===== config.mk =====
export PLATFORM = sky130hd
export DESIGN_NAME = serial_fifo_status
export DESIGN_NICKNAME = d
export VERILOG_FILES = /design/src/rtl/sfs_pkg.sv /design/src/rtl/sfs_fifo.sv /design/src/rtl/sfs_datapath.sv /design/src/rtl/sfs_control.sv /design/src/rtl/serial_fifo_status.sv
export SDC_FILE = /design/constraint.sdc
export NUM_CORES = 1
export LEC_CHECK = 0
export BUFFER_PORTS_ARGS = -buffer_cell sky130_fd_sc_hd__buf_2
export CORE_MARGIN = 3
export CORE_UTILIZATION = 30
export CTS_BUF_LIST = sky130_fd_sc_hd__clkbuf_8
export CTS_CLUSTER_DIAMETER = 60
export CTS_CLUSTER_SIZE = 14
export DETAILED_ROUTE_END_ITERATION = 16
export HOLD_SLACK_MARGIN = 0.08
export PLACE_DENSITY = 0.49
export SLEW_MARGIN = 20
export SYNTH_ARGS = -nofsm -noshare
export SYNTH_HDL_FRONTEND = slang
export SYNTH_SLANG_ARGS = --single-unit

===== constraint.sdc =====
create_clock -name clk -period 2.6 [get_ports clk]
set_input_delay 0.13 -clock clk [delete_from_list [all_inputs] [get_ports clk]]
set_output_delay 0.13 -clock clk [all_outputs]
set_load 0.02 [all_outputs]

===== src/rtl/sfs_pkg.sv =====
package sfs_pkg;
  // Bit positions inside the status word; software decodes these.
  localparam int BIT_TNF = 2;
  localparam int BIT_RNE = 3;
  localparam int BIT_BSY = 4;
  localparam int BIT_TSR = 5;
  localparam int BIT_RSR = 6;
  localparam int BIT_OVR = 7;
  localparam int TXL_LO  = 8;
  localparam int RXL_LO  = 12;
  localparam int LVL_W   = 4;

  // Strobes from control to datapath: accepted queue operations.
  typedef struct packed {
    logic txWr;
    logic txRd;
    logic rxWr;
    logic rxRd;
  } fifoStrobe_t;
endpackage


===== src/rtl/sfs_fifo.sv =====
module sfs_fifo #(
  parameter int DW    = 8,
  parameter int DEPTH = 16,
  localparam int AW   = $clog2(DEPTH),
  localparam int CW   = $clog2(DEPTH + 1)
) (
  input  logic          clk,
  input  logic          rstN,
  input  logic          wrEn,
  input  logic [DW-1:0] wrData,
  input  logic          rdEn,
  output logic [DW-1:0] rdData,
  output logic [CW-1:0] count
);
  logic [DW-1:0] mem [DEPTH];
  logic [AW-1:0] wrPtr, rdPtr;

  function automatic logic [AW-1:0] nextPtr(input logic [AW-1:0] p);
    return (p == AW'(DEPTH - 1)) ? '0 : p + AW'(1);
  endfunction

  always_ff @(posedge clk) begin
    if (wrEn) mem[wrPtr] <= wrData;
  end

  always_ff @(posedge clk) begin
    if (!rstN) begin
      wrPtr <= '0;
      rdPtr <= '0;
      count <= '0;
    end else begin
      if (wrEn) wrPtr <= nextPtr(wrPtr);
      if (rdEn) rdPtr <= nextPtr(rdPtr);
      count <= count + CW'(wrEn) - CW'(rdEn);
    end
  end

  assign rdData = mem[rdPtr];

  a_r1_no_overflow: assert property (@(posedge clk) disable iff (!rstN)
    wrEn |-> (count < CW'(DEPTH) || rdEn));
  a_r2_no_underflow: assert property (@(posedge clk) disable iff (!rstN)
    rdEn |-> count != '0);
  a_r11_count_bound: assert property (@(posedge clk) disable iff (!rstN)
    count <= CW'(DEPTH));
endmodule


===== src/rtl/sfs_datapath.sv =====
module sfs_datapath
  import sfs_pkg::*;
#(
  parameter int DW    = 8,
  parameter int DEPTH = 16,
  localparam int CW   = $clog2(DEPTH + 1)
) (
  input  logic          clk,
  input  logic          rstN,
  input  fifoStrobe_t   strobe,
  input  logic [DW-1:0] cpuTxData,
  input  logic [DW-1:0] engRxData,
  output logic [DW-1:0] engTxData,
  output logic [DW-1:0] cpuRxData,
  output logic [CW-1:0] txCount,
  output logic [CW-1:0] rxCount
);
  sfs_fifo #(.DW(DW), .DEPTH(DEPTH)) i_txFifo (
    .clk(clk), .rstN(rstN),
    .wrEn(strobe.txWr), .wrData(cpuTxData),
    .rdEn(strobe.txRd), .rdData(engTxData),
    .count(txCount)
  );

  sfs_fifo #(.DW(DW), .DEPTH(DEPTH)) i_rxFifo (
    .clk(clk), .rstN(rstN),
    .wrEn(strobe.rxWr), .wrData(engRxData),
    .rdEn(strobe.rxRd), .rdData(cpuRxData),
    .count(rxCount)
  );
endmodule


===== src/rtl/sfs_control.sv =====
module sfs_control
  import sfs_pkg::*;
#(
  parameter int DEPTH = 16,
  localparam int CW   = $clog2(DEPTH + 1)
) (
  input  logic              clk,
  input  logic              rstN,
  input  logic              cpuTxPush,
  input  logic              engTxPop,
  input  logic              engRxPush,
  input  logic              cpuRxPop,
  input  logic [CW-1:0]     txCount,
  input  logic [CW-1:0]     rxCount,
  input  logic [LVL_W-1:0]  txThresh,
  input  logic [LVL_W-1:0]  rxThresh,
  input  logic              portEnable,
  input  logic              frameActive,
  input  logic              statusWrite,
  input  logic              ovrWrBit,
  output fifoStrobe_t       strobe,
  output logic [31:0]       statusWord,
  output logic              overrunIrq
);
  logic txFull, rxFull, txEmpty, rxEmpty;
  logic ovrSet, ovrClr, ovrFlag;
  logic [CW-1:0] txThrWide, rxThrWide, rxMinusOne;

  assign txFull  = (txCount == CW'(DEPTH));
  assign rxFull  = (rxCount == CW'(DEPTH));
  assign txEmpty = (txCount == '0);
  assign rxEmpty = (rxCount == '0);

  always_comb begin
    strobe.txWr = cpuTxPush && !txFull;
    strobe.txRd = engTxPop  && !txEmpty;
    strobe.rxWr = engRxPush && !rxFull;
    strobe.rxRd = cpuRxPop  && !rxEmpty;
  end

  assign ovrSet = engRxPush && rxFull;
  assign ovrClr = statusWrite && ovrWrBit;

  always_ff @(posedge clk) begin
    if (!rstN) ovrFlag <= 1'b0;
    else       ovrFlag <= ovrSet || (ovrFlag && !ovrClr);
  end
  assign overrunIrq = ovrFlag;

  assign txThrWide  = CW'(txThresh);
  assign rxThrWide  = CW'(rxThresh);
  assign rxMinusOne = rxCount - CW'(1);

  always_comb begin
    statusWord = '0;
    statusWord[BIT_TNF] = !txFull;
    statusWord[BIT_RNE] = !rxEmpty;
    statusWord[BIT_BSY] = portEnable && frameActive;
    statusWord[BIT_TSR] = portEnable && (txCount <= txThrWide);
    statusWord[BIT_RSR] = portEnable && (rxCount >= rxThrWide);
    statusWord[BIT_OVR] = ovrFlag;
    statusWord[TXL_LO +: LVL_W] = txCount[LVL_W-1:0];
    statusWord[RXL_LO +: LVL_W] = rxMinusOne[LVL_W-1:0];
  end

  a_r1_full_push_ignored: assert property (@(posedge clk) disable iff (!rstN)
    (cpuTxPush && txFull && !engTxPop) |=> txFull);
  a_r6_overrun_sets: assert property (@(posedge clk) disable iff (!rstN)
    (engRxPush && rxFull) |=> statusWord[BIT_OVR]);
  a_r7_clear_takes: assert property (@(posedge clk) disable iff (!rstN)
    (statusWrite && ovrWrBit && !(engRxPush && rxFull)) |=> !overrunIrq);
  a_r7_zero_write_keeps: assert property (@(posedge clk) disable iff (!rstN)
    (overrunIrq && !(statusWrite && ovrWrBit)) |=> overrunIrq);
  a_r4_disabled_quiet: assert property (@(posedge clk) disable iff (!rstN)
    !portEnable |-> (!statusWord[BIT_TSR] && !statusWord[BIT_RSR] && !statusWord[BIT_BSY]));
  a_r10_reserved_zero: assert property (@(posedge clk) disable iff (!rstN)
    (statusWord[1:0] == 2'b00) && (statusWord[31:16] == 16'h0));
endmodule


===== src/rtl/serial_fifo_status.sv =====
module serial_fifo_status
  import sfs_pkg::*;
#(
  parameter int DW    = 8,
  parameter int DEPTH = 16,
  localparam int CW   = $clog2(DEPTH + 1)
) (
  input  logic          clk,
  input  logic          rstN,
  input  logic          cpuTxPush,
  input  logic [DW-1:0] cpuTxData,
  input  logic          engTxPop,
  output logic [DW-1:0] engTxData,
  input  logic          engRxPush,
  input  logic [DW-1:0] engRxData,
  input  logic          cpuRxPop,
  output logic [DW-1:0] cpuRxData,
  input  logic [3:0]    txThresh,
  input  logic [3:0]    rxThresh,
  input  logic          portEnable,
  input  logic          frameActive,
  input  logic          statusWrite,
  input  logic          ovrWrBit,
  output logic [31:0]   statusWord,
  output logic          overrunIrq
);
  fifoStrobe_t strobe;
  logic [CW-1:0] txCount, rxCount;

  sfs_control #(.DEPTH(DEPTH)) i_control (
    .clk(clk), .rstN(rstN),
    .cpuTxPush(cpuTxPush), .engTxPop(engTxPop),
    .engRxPush(engRxPush), .cpuRxPop(cpuRxPop),
    .txCount(txCount), .rxCount(rxCount),
    .txThresh(txThresh), .rxThresh(rxThresh),
    .portEnable(portEnable), .frameActive(frameActive),
    .statusWrite(statusWrite), .ovrWrBit(ovrWrBit),
    .strobe(strobe), .statusWord(statusWord), .overrunIrq(overrunIrq)
  );

  sfs_datapath #(.DW(DW), .DEPTH(DEPTH)) i_datapath (
    .clk(clk), .rstN(rstN), .strobe(strobe),
    .cpuTxData(cpuTxData), .engRxData(engRxData),
    .engTxData(engTxData), .cpuRxData(cpuRxData),
    .txCount(txCount), .rxCount(rxCount)
  );
endmodule


# Word level (Yosys, flattened, before mapping)
# Memories as Yosys holds them, arrays and structs flattened. A register that Yosys moved wholly into a read port is not among the register bits.
# Index checks and enable logic that the tools add are counted.
dict set report totals {
  mem_count 2
  in_bits 34
  romBits 0
  reg_bits 27
  word_cells 56
  latch_bits 0
  mem_bits_rw 256
  out_inout_bits 49
}
dict set report classes {
  eq_ne 6
  n_reduce_logical 18
  bitwise 0
  n_div 0
  shifts 0
  n_addsub 9
  n_mux 12
  magnitude_cmp 2
  n_mul 0
}
# memory depth word_bits rd rd_ports_with_merged_regs write_ports line
set mem_list {}
lappend mem_list {i_datapath.i_rxFifo.mem 16 8 1 1 1 sfs_fifo.sv:15} ;# logic [DW-1:0] mem [DEPTH];
lappend mem_list {i_datapath.i_txFifo.mem 16 8 1 1 1 sfs_fifo.sv:15}
# cell count
set op_table {}
lappend op_table {{$mux 4} 8}
lappend op_table {{$add 4x1->4 const B} 4}
lappend op_table {{$eq 4x4->1 const B} 4}
lappend op_table {{$add 5x1->5} 2}
lappend op_table {{$eq 5x5->1 const B} 2}
lappend op_table {{$logic_and 1x1->1} 10}
lappend op_table {{$logic_not 5->1} 2}
lappend op_table {{$sub 5x1->5} 2}
lappend op_table {{$ge 5x4->1} 1}
lappend op_table {{$le 5x4->1} 1}
lappend op_table {{$logic_not 1->1} 5}
lappend op_table {{$mux 1} 4}
lappend op_table {{$sub 4x1->4 const B} 1}
lappend op_table {{$logic_or 1x1->1} 1}

# Depth between registers and ports, before layout
dict set report logic_depth {
  word_depth 5
  depth_mapped 14
  ltp_nobuf 14
}

# Cells and area by module
# A second synthesis with hierarchy kept.
dict set report hier_totals {
  hier_cells 677
  area_unflattened_um2 12139.1
}
# mod cells_each seq_area_each_um2 n_inst area_each_um2
set modules_own_cells {}
lappend modules_own_cells {sfs_fifo 301 4184.0 2 5795.6}
lappend modules_own_cells {sfs_control 75 20.0 1 548.0}

# Least setup slack after synthesis
# No wires, ideal clock.
dict set report synth_path {
  path_type {reg2reg}
  startpoint {register i_datapath.i_rxFifo.count[0]}
  endpoint {register i_datapath.i_rxFifo.count[4]}
  path_buffers 0
  synth_period_minus_slack_ps 2716
  required_ps 2520
  t_arrival_ps 2636
  slack_ps -116
  stages_incl_launch_ff 14
  setup_time_ps 80
  cell_sequence {dfxtp_1 inv_1 ha_1 nand3b_1 nand2_1 inv_1 ha_1 inv_1 ha_1 fa_1 nand2b_1 a21oi_1 o21ai_0 nor3b_1}
}
dict set report synth_between {
  elab_cells_between_ends 8
  classes_between {add/sub (2); eq/ne (1); reduce/logical (5)}
}
# item line
set synth_lines {}
lappend synth_lines {{start, declared} sfs_fifo.sv:13} ;# output logic [CW-1:0] count
lappend synth_lines {{start signal, assigned} sfs_fifo.sv:34} ;# count <= count + CW'(wrEn) - CW'(rdEn);
lappend synth_lines {{$logic_not 5->1} sfs_control.sv:32} ;# assign rxEmpty = (rxCount == '0);
lappend synth_lines {{$logic_not 1->1} --}
lappend synth_lines {{net statusWord[3]} serial_fifo_status.sv:24} ;# output logic [31:0] statusWord,
lappend synth_lines {{$logic_and 1x1->1} sfs_control.sv:38} ;# strobe.rxRd = cpuRxPop && !rxEmpty;
lappend synth_lines {{$sub 5x1->5} sfs_fifo.sv:34}
# The timed path passes the listed nets, and every way through them passes these cells.
# A chain may end at the register's enable or synchronous reset.

# Worst setup path after layout
dict set report layout_path {
  startpoint {register i_datapath.i_txFifo.count[2]}
  endpoint {register i_datapath.i_txFifo.count[4]}
}
dict set report layout_between {
  elab_chain_len 5
  elab_cells_between_ends 8
  classes_between {add/sub (2); eq/ne (1); reduce/logical (5)}
}
# item line
set layout_lines {}
lappend layout_lines {{start, declared} sfs_fifo.sv:13}
lappend layout_lines {{start signal, assigned} sfs_fifo.sv:34}
lappend layout_lines {{$eq 5x5->1} sfs_control.sv:29} ;# assign txFull = (txCount == CW'(DEPTH));
lappend layout_lines {{$logic_not 1->1} sfs_control.sv:35} ;# strobe.txWr = cpuTxPush && !txFull;
lappend layout_lines {{$logic_and 1x1->1} sfs_control.sv:35}
lappend layout_lines {{$add 5x1->5} sfs_fifo.sv:34}
lappend layout_lines {{$sub 5x1->5 (*)} sfs_fifo.sv:34}
# Mark *: on every way between the ends. The rest lies on a longest branch, timed or not.

==> out/summary.log <==
qor: die.starting_density_of_the_core 0.3082
qor: sta.fmaxAchievable 386.1 MHz
qor: worst_setup_path.critical_path_arrival 3030 ps
qor: synthesis.yosys.area.top_type sky130_fd_sc_hd__edfxtp_1
qor: route.post_drt_wl_per_cell 19.09 µm
qor: sta.tightest_pin_transition 864.9 ps
qor: die.floorplan.die_area 42,800 µm²
qor: worst_setup_path.crit_fanout 2
qor: route.drt_iter0_drc 329
qor: synthesis.synth.distinct_cells 51
qor: clock_tree.clk_root_buffer_cell sky130_fd_sc_hd__clkbuf_8
qor: worst_hold_path.timing.hold.worst_path_depth 4
qor: power_and_ir_drop.power.density_cell_area 796.2 nW/µm²
qor: die.dieWidth 206.9 µm
qor: clock_tree.cts-buffers-inserted 26
qor: global_routing.number_of_antenna_violations_at_the_first_check_in_global_routing 0
qor: worst_setup_path.path_cells inv_2 > ha_4 > or3b_4 > o21ai_4 > inv_2 > ha_4 > inv_4 > ha_4 > inv_2 > fa_2 > nand2b_4 > a21oi_4 > o21ai_1 > nor3b_2
qor: die.num_rows 72
qor: global_routing.first_global_vias 6,594
qor: route.met2_length 12,520 µm
qor: route.vias_per_cell 4.647
qor: outcome.status finished clean
qor: clock_tree.tritoncts_clock_tree built
qor: sta.hold_viol 0
qor: synthesis.postSynth.asyncResetShare 0
qor: worst_setup_path.rr_worst_depth 14
qor: worst_setup_path.setup.worst_path.start_class flip-flop
qor: clock_tree.clk_transition_reported_paths 90 ps
qor: place.place.gp.congestion 0.7343
qor: run.cap_viol_max_count 0
qor: worst_hold_path.hp-class primary input to flip-flop
qor: route.met3WireLength 897 µm
qor: synthesis.yosys_register_bits 291
qor: worst_hold_path.hold_path.startpoint cpuRxPop
qor: sta.final_min_period_over_clock_period 0.9963
qor: synthesis.synth.yosys.warnings 0
qor: worst_setup_path.slowest_stage sky130_fd_sc_hd__or3b_4
qor: synthesis.ys_seq_area_frac 0.6928
qor: route.routed-via-count 6,376
qor: global_routing.globalRouteTotalUtil 0.1233
qor: worst_setup_path.crit_required 3040 ps
qor: place.postPlaceCellArea 13,210 µm²
qor: synthesis.netlist.area_leader.share 0.6350
qor: global_routing.grt_start_max_net_pins 33
qor: sta.final_count_of_negative_setup_slack_endpoints 0
qor: worst_hold_path.destination_of_the_worst_hold_path i_datapath.i_rxFifo.rdPtr[1]$_SDFFE_PN0N_
qor: synthesis.synthesis.area_per_instance 17.60 µm²
qor: sta.fin_ws 9.709 ps
qor: sta.slew_viol_final 0
qor: worst_setup_path.critical_path_buf_inv_count 4
qor: worst_setup_path.max_stage_delay 390 ps
qor: worst_setup_path.rr_startpoint i_datapath.i_txFifo.count[2]$_SDFF_PN0_
qor: die.pin_count 83
qor: synthesis.most_numerous_cell_in_the_yosys_netlist sky130_fd_sc_hd__edfxtp_1
qor: sta.period_minus_slack 2590 ps
qor: finish.finish.net_count 904
qor: synthesis.number_of_enable_type_register_cells_in_the_synthesized_netlist 256
qor: finish.flow.area_growth_from_synthesis 17.60%
qor: worst_setup_path.worst_path_dominant_cell_family adder cells
qor: clock_tree.cts_sinks 291
qor: route.total_wirelength 26,190 µm
qor: finish.fin_area 14,240 µm²
qor: die.core-area 39,280 µm²
qor: synthesis.dominantRegCellSynth sky130_fd_sc_hd__edfxtp_1
qor: route.top_signal_layer_used met4
qor: die.die_height 206.9 µm
qor: finish.filler_cell_count 3,799
qor: sta.skew 16.18 ps
qor: synthesis.synth_top_cells_by_area sky130_fd_sc_hd__edfxtp_1 63%, sky130_fd_sc_hd__mux4_2 6.5%, sky130_fd_sc_hd__mux4_1 6.3%
qor: route.drt_first_pass_iters 5
qor: global_routing.gr-total-overflow 0
qor: worst_setup_path.endpoint_kind flip-flop
qor: global_routing.first_pass_grt_wire_length 39,810 µm
qor: clock_tree.clock_tree.buffer_depth 3
qor: finish.antenna-diode-count 0
qor: synthesis.synth_common_cells 256 x sky130_fd_sc_hd__edfxtp_1, 43 x sky130_fd_sc_hd__nand2_1, 35 x sky130_fd_sc_hd__dfxtp_1, 35 x sky130_fd_sc_hd__mux4_2
qor: place.preCtsSetupSlack -84.67 ps
qor: worst_setup_path.criticalPathCategory flip-flop to flip-flop
qor: route.drt.antenna.violating_nets 0
qor: place.buffer_ports.inserted 64
qor: power_and_ir_drop.power_leakage 5.001 nW
qor: worst_setup_path.r2r_end i_datapath.i_txFifo.count[4]$_SDFF_PN0_
qor: route.wl_met1 12,300 µm
qor: power_and_ir_drop.worst_ir_drop_on_vdd 0.4154 mV
qor: synthesis.syn-instance-count 688
qor: finish.post_route_cells_drive_above_1_share 0.2670
qor: clock_tree.clk-insertion-delay-late 570 ps
qor: worst_setup_path.regToRegSetupSlack 10 ps
qor: clock_tree.cts-htree-levels 1
qor: sta.timing.slew.headroom 0.4228
qor: sta.rsz0062_at_grt true
qor: route.drt_drc_violations_left 0
qor: place.dp.final_hpwl 16,610 µm
qor: synthesis.area_of_the_mapped_netlist 12,110 µm²
[power by group]
part / internal (mW) / leakage (nW) / switching, mW
Sequential: 5.30 / 2.60 / 0.151
Combinational: 1.54 / 2.09 / 1.70
Clock: 1.11 / 0.310 / 1.54
[sequential cells by signal (all words and copies together) (netlist names), named ones only]
| register | cells |
|---|---|
| i_datapath.i_txFifo.count | 5 |
| i_datapath.i_txFifo.mem | 128 |
| i_datapath.i_rxFifo.mem | 128 |
| i_control.overrunIrq | 1 |
| i_datapath.i_rxFifo.rdPtr | 4 |
| i_datapath.i_txFifo.wrPtr | 4 |
| i_datapath.i_txFifo.rdPtr | 4 |
| i_datapath.i_rxFifo.count | 5 |
| i_datapath.i_rxFifo.wrPtr | 4 |
[through the flow]
stage | total power, mW | std cells | util | setup TNS, ps | hold WS [ps]
3_5_place_dp | 8.447 | 1285 | 0.3364 | -84.67 | 408.6
6_report | 11.34 | 1372 | 0.3625 | 0 | 424.6
5_1_grt | 11.99 | 1372 | 0.3625 | -129.5 | 398.2
4_1_cts | 11.44 | 1371 | 0.3608 | -7.727 | 367.5
3_3_place_gp | 8.436 | 1285 | 0.3364 | -9.181 | 410.6
2_1_floorplan | 7.500 | 705 | - | -19.91 | 228.9
[what timing repair did]
item / CTS / global route
resized for setup: 17 / 19
endpoints found under the hold margin: 284 / 0
endpoints found under the setup margin: 11 / 21
setup buffers: 12 / 3
hold buffers: 24 / 0
pin swaps: 4 / 9
gates cloned: 2 / 0
[cell type report]
cell class	instances	area, µm²	share of cell area
Clock buffer	28	385.4	0.02707
Inverter	36	137.6	0.009667
Clock inverter	20	116.4	0.008173
Timing Repair Buffer	149	1114	0.07821
Multi-Input combinational cell	330	3438	0.2415
Tap cell	518	648.1	0.04552
Sequential cell	291	8398	0.5899
[worst min-delay path, delay by kind of cell]
kind / cells / cell delay, ps
and+or+nand+nor: 1 / 80
buffers and inverters: 2 / 680
AOI/OAI and AO/OA: 1 / 70
[routing by layer]
layer  vias to the layer above  global-route usage
met2                        98              0.2006
met3                        34             0.01929
met4                         0             0.03034
met5                         -                   0
met1                      3299              0.1746
li1                       2945                   -
[cells by family after synthesis]
logic type                 after synthesis  synth area share
buffers and inverters                   84           0.03937
AOI/OAI and AO/OA                       72           0.04041
and+or+nand+nor                        128           0.05178
xor gates and xnor gates                11          0.007958
other                                    1         0.0003097
DFF                                    291            0.6928
adders and majority gates               36           0.03845
muxes                                   65            0.1289
[layout by cell type (no fill, tap or decap), drive strengths merged, types with 2 or more instances in the layout]
cell / synthesis / final
fa: 2 / 2
buf: 37 / 124
xnor2: 4 / 4
and2: 18 / 18
nor2: 23 / 23
a22oi: 32 / 32
conb: 1 / 18
dfxtp: 35 / 35
clkbuf: 8 / 28
o21ai: 6 / 6
and3: 5 / 5
clkinv: 1 / 3
ha: 34 / 34
o31ai: 2 / 2
nand4b: 2 / 2
a21oi: 20 / 20
nor2b: 3 / 3
nor3: 11 / 11
a311o: 2 / 2
nor3b: 4 / 4
xor2: 7 / 7
mux4: 64 / 64
nand2: 44 / 44
nand2b: 4 / 4
dlygate4sd3: 0 / 24
edfxtp: 256 / 256
inv: 35 / 52
nand3: 10 / 10
[how the worst max path moves through the flow]
stage,from,end,slack [ps],depth (start not counted)
finish,i_datapath.i_txFifo.count[2]$_SDFF_PN0_,i_datapath.i_txFifo.count[4]$_SDFF_PN0_,10,14
global route,i_datapath.i_txFifo.count[2]$_SDFF_PN0_,i_datapath.i_txFifo.count[4]$_SDFF_PN0_,-90,14
CTS,i_datapath.i_txFifo.count[2]$_SDFF_PN0_,i_datapath.i_txFifo.count[4]$_SDFF_PN0_,-8,14
detailed placement,i_datapath.i_txFifo.count[2]$_SDFF_PN0_,i_datapath.i_txFifo.count[4]$_SDFF_PN0_,-80,14
global placement,i_datapath.i_txFifo.count[2]$_SDFF_PN0_,i_datapath.i_txFifo.count[4]$_SDFF_PN0_,-9,14
floorplan,i_datapath.i_rxFifo.count[1]$_SDFF_PN0_,i_datapath.i_rxFifo.count[4]$_SDFF_PN0_,-20,13
Note: power is estimated with default switching activity, not from simulation.
